==> config.mk <==
export PLATFORM = sky130hd
export DESIGN_NAME = cpu_irq_entry
export DESIGN_NICKNAME = d
export VERILOG_FILES = /design/src/rtl/cpu_irq_entry_pkg.sv /design/src/rtl/entry_arbiter.sv /design/src/rtl/status_unit.sv /design/src/rtl/pc_unit.sv /design/src/rtl/cpu_irq_entry.sv
export SDC_FILE = /design/constraint.sdc
export NUM_CORES = 1
export LEC_CHECK = 0
export CELL_PAD_IN_SITES_DETAIL_PLACEMENT = 1
export CELL_PAD_IN_SITES_GLOBAL_PLACEMENT = 1
export CORE_MARGIN = 2
export CORE_UTILIZATION = 35
export CTS_CLUSTER_DIAMETER = 30
export DETAILED_ROUTE_END_ITERATION = 16
export PLACE_DENSITY = 0.91
export SYNTH_ARGS = -nofsm -noshare
export SYNTH_HDL_FRONTEND = slang
export SYNTH_SLANG_ARGS = --single-unit
==> constraint.sdc <==
create_clock -name clk -period 2.6 [get_ports clk]
set_input_delay 0.65 -clock clk [delete_from_list [all_inputs] [get_ports clk]]
set_output_delay 0.65 -clock clk [all_outputs]
set_load 0.005 [all_outputs]
==> src/rtl/cpu_irq_entry_pkg.sv <==
package cpu_irq_entry_pkg;

  localparam int unsigned XLEN = 32;
  typedef logic [XLEN-1:0] word_t;

  // event chosen for one clock edge
  typedef enum logic [1:0] {
    CEV_NONE   = 2'd0,
    CEV_ENTRY  = 2'd1,
    CEV_RETURN = 2'd2
  } ctx_ev_e;

  // handler address: vector base plus fixed entry offset
  function automatic word_t handler_addr(input word_t base, input word_t ofs);
    return base + ofs;
  endfunction

  // status value written on entry: block and bank bits forced high
  function automatic word_t entry_status(input word_t cur, input int unsigned blk_pos,
                                         input int unsigned bank_pos);
    word_t r;
    r = cur;
    r[blk_pos]  = 1'b1;
    r[bank_pos] = 1'b1;
    return r;
  endfunction

endpackage

==> src/rtl/entry_arbiter.sv <==
module entry_arbiter
  import cpu_irq_entry_pkg::*;
(
  input  logic    clk,
  input  logic    rst_n,
  input  logic    insn_boundary,
  input  logic    irq_req,
  input  logic    blocked,
  input  logic    ret_strobe,
  output ctx_ev_e ev,
  output logic    ack_q
);

  logic take;

  assign take = insn_boundary & irq_req & ~blocked;

  always_comb begin
    if (take)            ev = CEV_ENTRY;
    else if (ret_strobe) ev = CEV_RETURN;
    else                 ev = CEV_NONE;
  end

  always_ff @(posedge clk) begin
    if (!rst_n) ack_q <= 1'b0;
    else        ack_q <= take;
  end

  // acknowledge never spans two cycles
  a_r7_ack_single: assert property (@(posedge clk) disable iff (!rst_n)
    ack_q |=> !ack_q);

  // no acknowledge without a boundary in the cycle before
  a_r2_needs_boundary: assert property (@(posedge clk) disable iff (!rst_n)
    !insn_boundary |=> !ack_q);

endmodule

==> src/rtl/status_unit.sv <==
module status_unit
  import cpu_irq_entry_pkg::*;
#(
  parameter int unsigned BLK_POS   = 28,
  parameter int unsigned BANK_POS  = 29,
  parameter int unsigned MASK_LSB  = 4,
  parameter int unsigned MASK_W    = 4,
  parameter word_t       SR_RESET  = 32'h1000_00F0
) (
  input  logic    clk,
  input  logic    rst_n,
  input  ctx_ev_e ev,
  input  logic    sr_wr,
  input  word_t   sr_wdata,
  output word_t   sr,
  output word_t   ssr
);

  localparam int unsigned MASK_MSB = MASK_LSB + MASK_W - 1;

  word_t sr_nx, ssr_nx;

  always_comb begin
    sr_nx  = sr;
    ssr_nx = ssr;
    unique case (ev)
      CEV_ENTRY: begin
        ssr_nx = sr;
        sr_nx  = entry_status(sr, BLK_POS, BANK_POS);
      end
      CEV_RETURN: sr_nx = ssr;
      default: if (sr_wr) sr_nx = sr_wdata;
    endcase
  end

  always_ff @(posedge clk) begin
    if (!rst_n) begin
      sr  <= SR_RESET;
      ssr <= '0;
    end else begin
      sr  <= sr_nx;
      ssr <= ssr_nx;
    end
  end

  // entry keeps the mask field
  a_r5_mask_kept: assert property (@(posedge clk) disable iff (!rst_n)
    (ev == CEV_ENTRY) |=> sr[MASK_MSB:MASK_LSB] == $past(sr[MASK_MSB:MASK_LSB]));

  // entry leaves block and bank bits set
  a_r4_blk_bank_set: assert property (@(posedge clk) disable iff (!rst_n)
    (ev == CEV_ENTRY) |=> (sr[BLK_POS] && sr[BANK_POS]));

  // saved status equals the pre-entry status
  a_r3_ssr_saved: assert property (@(posedge clk) disable iff (!rst_n)
    (ev == CEV_ENTRY) |=> ssr == $past(sr));

endmodule

==> src/rtl/pc_unit.sv <==
module pc_unit
  import cpu_irq_entry_pkg::*;
#(
  parameter word_t PC_RESET   = 32'hA000_0000,
  parameter word_t VEC_OFFSET = 32'h0000_0600
) (
  input  logic    clk,
  input  logic    rst_n,
  input  ctx_ev_e ev,
  input  logic    pc_wr,
  input  word_t   pc_wdata,
  input  logic    vbr_wr,
  input  word_t   vbr_wdata,
  output word_t   pc,
  output word_t   spc,
  output word_t   vbr
);

  word_t pc_nx, spc_nx;

  always_comb begin
    pc_nx  = pc;
    spc_nx = spc;
    unique case (ev)
      CEV_ENTRY: begin
        spc_nx = pc;
        pc_nx  = handler_addr(vbr, VEC_OFFSET);
      end
      CEV_RETURN: pc_nx = spc;
      default: if (pc_wr) pc_nx = pc_wdata;
    endcase
  end

  always_ff @(posedge clk) begin
    if (!rst_n) begin
      pc  <= PC_RESET;
      spc <= '0;
      vbr <= '0;
    end else begin
      pc  <= pc_nx;
      spc <= spc_nx;
      if (vbr_wr) vbr <= vbr_wdata;
    end
  end

  // entry jumps straight to the handler, no delay slot
  a_r6_handler_pc: assert property (@(posedge clk) disable iff (!rst_n)
    (ev == CEV_ENTRY) |=> pc == $past(vbr) + VEC_OFFSET);

  // saved PC equals the pre-entry PC
  a_r3_spc_saved: assert property (@(posedge clk) disable iff (!rst_n)
    (ev == CEV_ENTRY) |=> spc == $past(pc));

endmodule

==> src/rtl/cpu_irq_entry.sv <==
module cpu_irq_entry
  import cpu_irq_entry_pkg::*;
#(
  parameter int unsigned BLK_POS    = 28,
  parameter int unsigned BANK_POS   = 29,
  parameter int unsigned MASK_LSB   = 4,
  parameter int unsigned MASK_W     = 4,
  parameter logic [31:0] SR_RESET   = 32'h1000_00F0,
  parameter logic [31:0] PC_RESET   = 32'hA000_0000,
  parameter logic [31:0] VEC_OFFSET = 32'h0000_0600
) (
  input  logic        clk,
  input  logic        rst_n,
  input  logic        insn_boundary,
  input  logic        irq_req,
  output logic        irq_ack,
  input  logic        ret_strobe,
  input  logic        sr_wr,
  input  logic [31:0] sr_wdata,
  input  logic        pc_wr,
  input  logic [31:0] pc_wdata,
  input  logic        vbr_wr,
  input  logic [31:0] vbr_wdata,
  output logic [31:0] next_pc,
  output logic [31:0] sr_q,
  output logic [31:0] ssr_q,
  output logic [31:0] spc_q,
  output logic [31:0] vbr_q
);

  ctx_ev_e ev;
  logic    blocked;
  logic    ev_entry;
  logic    ev_return;

  assign blocked   = sr_q[BLK_POS];
  assign ev_entry  = (ev == CEV_ENTRY);
  assign ev_return = (ev == CEV_RETURN);

  entry_arbiter u_arb (
    .clk           (clk),
    .rst_n         (rst_n),
    .insn_boundary (insn_boundary),
    .irq_req       (irq_req),
    .blocked       (blocked),
    .ret_strobe    (ret_strobe),
    .ev            (ev),
    .ack_q         (irq_ack)
  );

  status_unit #(
    .BLK_POS  (BLK_POS),
    .BANK_POS (BANK_POS),
    .MASK_LSB (MASK_LSB),
    .MASK_W   (MASK_W),
    .SR_RESET (SR_RESET)
  ) u_sr (
    .clk      (clk),
    .rst_n    (rst_n),
    .ev       (ev),
    .sr_wr    (sr_wr),
    .sr_wdata (sr_wdata),
    .sr       (sr_q),
    .ssr      (ssr_q)
  );

  pc_unit #(
    .PC_RESET   (PC_RESET),
    .VEC_OFFSET (VEC_OFFSET)
  ) u_pc (
    .clk       (clk),
    .rst_n     (rst_n),
    .ev        (ev),
    .pc_wr     (pc_wr),
    .pc_wdata  (pc_wdata),
    .vbr_wr    (vbr_wr),
    .vbr_wdata (vbr_wdata),
    .pc        (next_pc),
    .spc       (spc_q),
    .vbr       (vbr_q)
  );

  // a set block bit suppresses acknowledge
  a_r8_blocked_no_ack: assert property (@(posedge clk) disable iff (!rst_n)
    sr_q[BLK_POS] |=> !irq_ack);

  // return restores both registers in one cycle
  a_r9_return_restore: assert property (@(posedge clk) disable iff (!rst_n)
    ev_return |=> (sr_q == $past(ssr_q)) && (next_pc == $past(spc_q)));

  // acknowledge follows each entry edge
  a_r7_ack_after_entry: assert property (@(posedge clk) disable iff (!rst_n)
    ev_entry |=> irq_ack);

  // vector base load lands regardless of entry
  a_r10_vbr_load: assert property (@(posedge clk) disable iff (!rst_n)
    vbr_wr |=> vbr_q == $past(vbr_wdata));

endmodule

# Word level (Yosys, flattened, before mapping)
# Index checks and enable logic that the tools add are counted.
[totals]
regBits = 161
inputBits = 104
output_inout_bits = 161
wordCells = 24
[op_classes]
n_addsub = 1
eq_ne = 2
muxes = 6
n_bitwise = 4
reduce_logical = 4
[ops]
columns = ["op", "count"]
rows = [
  ["case mux 32 bit (2 select lines)", 2],
  ["two-way mux 32 bit", 2],
  ["adder 32 x 11 -> 32 bit (second input constant)", 1],
  ["nonzero test 3 bit", 2],
  ["two-way mux 2 bit", 2],
  ["AND 1 bit", 2],
  ["equality test 2 x 1 -> 1 bit (second input constant)", 1],
  ["equality test 2 bit (second input constant)", 1],
  ["NOT 1 bit", 2],
  ["AND reduction 2 bit", 1],
  ["nonzero test 2 bit", 1],
]

# Depth between registers and ports, before layout
[logic_depth]
word_depth = 6
mapped_depth = 7
depth_no_buf = 7

# Cells and area by module
# Synthesis repeated with hierarchy kept, for this count alone.
[hier_totals]
hier_cells = 828
area_unflattened_um2 = 7359.6
[by_module_without_submodules]
columns = ["module", "instances", "cells_per_inst", "area_per_inst_um2", "seq_area_each_um2"]
rows = [
  ["pc_unit", 1, 530, 4611.9, 1921.8],
  ["status_unit", 1, 293, 2697.6, 1281.2],
  ["entry_arbiter", 1, 5, 50.0, 20.0],
]

# Worst setup path after synthesis
# No wires, ideal clock.
[synth_timing]
kind = "in2reg"
startpoint = "input port insn_boundary"
endpoint = "register u_pc.pc[14]"
setup_ps = 133
arrival_time_ps = 1724
t_required_ps = 2467
setup_slack_ps = 743
cell_stages = 7
n_path_buf = 3
path_cell_list = "and3b_1 > buf_6 > or3_1 > buf_6 > buf_6 > o221ai_2 > a21oi_1"
[synth_between]
elab_chain_cells = 5
word_cells_on_any_way = 7
cone_classes = "2 x eq/ne; 2 x mux; 2 x bitwise; 1 x reduce/logical"
[synth_lines]
columns = ["element", "line_no", "text"]
rows = [
  ["start, declared", "cpu_irq_entry.sv:14", "input logic insn_boundary,"],
  ["AND 1 bit (*) (2 in series)", "entry_arbiter.sv:16", "assign take = insn_boundary & irq_req & ~blocked;"],
  ["two-way mux 2 bit (*)", "entry_arbiter.sv:19", "if (take) ev = CEV_ENTRY;"],
  ["equality test 2 bit / equality test 2 x 1 -> 1 bit (equally long branches)", "pc_unit.sv:24", "unique case (ev)"],
  ["case mux 32 bit (2 select lines) / nonzero test 3 bit (equally long branches)", "-", ""],
  ["end signal, assigned", "pc_unit.sv:40", "pc <= pc_nx;"],
  ["end, declared", "pc_unit.sv:14", "output word_t pc,"],
]
# Mark *: on every way between the ends. The rest lies on a longest branch, timed or not.
# A chain may end at the register's enable or synchronous reset.

# Worst setup path in the final report
[layout_timing]
startpoint = "register u_pc.vbr[15]"
endpoint = "output port vbr_q[15]"
[layout_rtl]
columns = ["element", "line_no", "text"]
rows = [
  ["start, declared", "pc_unit.sv:16", "output word_t vbr"],
  ["start signal, assigned", "pc_unit.sv:42", "if (vbr_wr) vbr <= vbr_wdata;"],
  ["end, declared", "cpu_irq_entry.sv:28", "output logic [31:0] vbr_q"],
]
# No word-level cell between the ends.

==> results.cfg <==
[outcome]
status = finished clean

[clocking]
cts_tree = yes
hold_buffers = 0
cts_setup_buffers = 0
clkTransAtPathRegs_ps = 60
clkLatencyLatePin_ps = 420
cts_max_level = 4
cts_resized = 0
cts_sinks = 161
cts_buffer_depth = 2
cts-root-buf = clkbuf_16
cts_buffers = 17

[yosys]
syn_nets = 966
synth_top_area_cell = dfxtp_1
yosysWarnings = 0
syn_inst = 861
netlist_top_cells_area = dfxtp_1 (45%), nand2_1 (9.8%), a21boi_0 (7.7%), mux2i_1 (6.5%), o21ai_0 (4.0%)
avgSynthCellArea_um2 = 8.38
synth_top_family_by_area = compound AO/OA/AOI/OAI gates
synth_compound_area_frac = 0.222
synthAdderAreaFrac = 0.00173
ys_types = 41
synth_top_area_frac = 0.447
seq_area_frac_synth = 0.447
synthSimpleGateAreaFrac = 0.191
synth_area_um2 = 7220
synth_mux_area_frac = 0.0652
synth_xor_area_frac = 0.0255
ys_ff_latch = 161

[placed_design]
gp_congestion = 0.766
hpwl_um = 18600
pre_cts_ws_ps = 159
io_buffers = 264

[pwr]
finalPower_mw = 6.05
powerDensity_nw_per_um2 = 565
leakage_nw = 3.86
ir_worst_vdd_v = 0.000418

[routing]
ant_nets = 0
vias = 7062
firstDrtPassIters = 7
drt_iter0_markers = 289
remaining_drc_errors = 0
routedWlPerCell_um = 18.8
via_per_inst = 5.11
wl_um = 26000

[setup_path]
slowest_stage = clkdlybuf4s50_1
r2r_cells = 7
crit_chain = clkdlybuf4s50_1
crit_path_end_kind = output pin
critPathArrivalTime_ps = 1480
path_buf_inv = 1
path_class = flip-flop to output pin
crit_family = buffers and inverters
slowest_delay_ps = 570
path_max_fanout = 7
cp_num_cells = 1
worst_ep_required_time_ps = 1950
start_kind = flip-flop

[layout]
nets = 1206
area_growth_pct = 48.3
drive_above_1_share = 0.0656
diodes = 0

[die]
core_um2 = 20200
die_h_um = 148
initial_core_util = 0.357
dieArea_um2 = 21800
rows = 52
die_width_um = 148
ios = 265

[global_routing]
busiest_layer = met2
use_met1 = 0.281
met2_usage = 0.419
use_met3 = 0.0679
grt_pass1_vias = 7326
grt_util_all_layers = 0.236
grt_pass1_wl_um = 40600
antenna_found_initial = 0
grt_max_degree = 105
gr-total-overflow = 0

[timing]
fin_crit_sh = 0.820
fin_crit_ps = 2130
hold_violations = 0
fin_skew_ps = 9.23
slew_headroom = 0.601
slew_viol_final = 0
timing.fmax_ghz = 0.469
fin_tns_setup_ps = 0
setup_viol = 0
fin_ws_ps = 468
worst_pin_slew_ps = 596
rsz0062_at_grt = false

[min_path]
min_path_cells = 2
hp-class = flip-flop to flip-flop

[flow_run]
cap_violations = 0
-- logic make-up after synthesis --
logic type | after synthesis
and+or+nand+nor | 315
AOI/OAI and AO/OA | 240
DFF | 161
buffers and inverters | 76
muxes | 47
xor gates and xnor gates | 21
adders and majority gates | 1
-- metal layers --
metal,share of wire,wire length (um),up-vias
li1,-,-,3420
met1,0.41,10800,3382
met2,0.50,13100,235
met3,0.071,1850,25
met4,0.012,308,0
met5,0,0,-
-- report_power, final --
part	total [mW]	switching [mW]	internal (mW)
Combinational	0.897	0.387	0.510
Sequential	2.70	0.118	2.58
Clock	2.45	1.02	1.43
-- Yosys cell counts (all sizes together) --
cell type	count
o21ai	62
a211oi	4
and3	6
nor3	3
nand3b	1
and3b	1
nand4	4
xor2	12
a2bb2oi	10
and4	1
inv	7
o211ai	15
nand2	188
nor2	57
o21a	3
clkbuf	37
nand3	10
nand2b	2
a21boi	74
nor4	4
or3	1
a21oi	51
o22ai	8
a221oi	2
nand4b	1
buf	32
ha	1
nor2b	36
dfxtp	161
o221ai	11
xnor2	9
mux2i	47
-- final timing paths --
check | from | endpoint | slack [ps]
setup reg to reg | u_pc.vbr[9]$_SDFFE_PN0P_ | u_pc.pc[29]$_SDFFE_PN1P_ | 640
hold / removal | u_pc.pc[6]$_SDFFE_PN0P_ | u_pc.pc[6]$_SDFFE_PN0P_ | 480
hold reg to reg | u_pc.pc[6]$_SDFFE_PN0P_ | u_pc.pc[6]$_SDFFE_PN0P_ | 480
setup / recovery | u_pc.vbr[15]$_SDFFE_PN0P_ | vbr_q[15] | 470
-- through the flow --
stage	utilization	cells	instance area (um2)	hold WS (ps)
4_1_cts	0.529	1382	10700	484
5_1_grt	0.529	1382	10700	501
3_5_place_dp	0.501	1352	10100	475
6_report	0.529	1382	10700	482
2_1_floorplan	-	861	7220	466
3_3_place_gp	0.501	1352	10100	462
-- layout by cell type, fill, tap and decap left out, drive strengths merged, types with 6 or more instances in the layout --
master,n
clkdlybuf4s50,261
nand2,188
dfxtp,161
a21boi,74
o21ai,62
nor2,57
a21oi,51
mux2i,47
nor2b,36
buf,29
clkbuf,20
o211ai,15
xor2,12
o221ai,11
nand3,10
a2bb2oi,10
xnor2,9
o22ai,8
inv,7
and3,6
-- flip-flops by register name, indices dropped and copies added, names as in the netlist --
| name | cells |
|---|---|
| u_pc.pc | 32 |
| u_sr.ssr | 32 |
| u_sr.sr | 32 |
| u_pc.spc | 32 |
| u_arb.ack_q | 1 |
| u_pc.vbr | 32 |
-- layout make-up --
class,instances,area (um2)
clock buffer,20,447
clock inverter,10,114
fill,2321,9540
inverter,7,26.3
multi-input combinational,624,3650
sequential,161,3220
tap,270,338
timing repair buffer,290,2900
No activity file was read; power rests on OpenSTA's default activity.
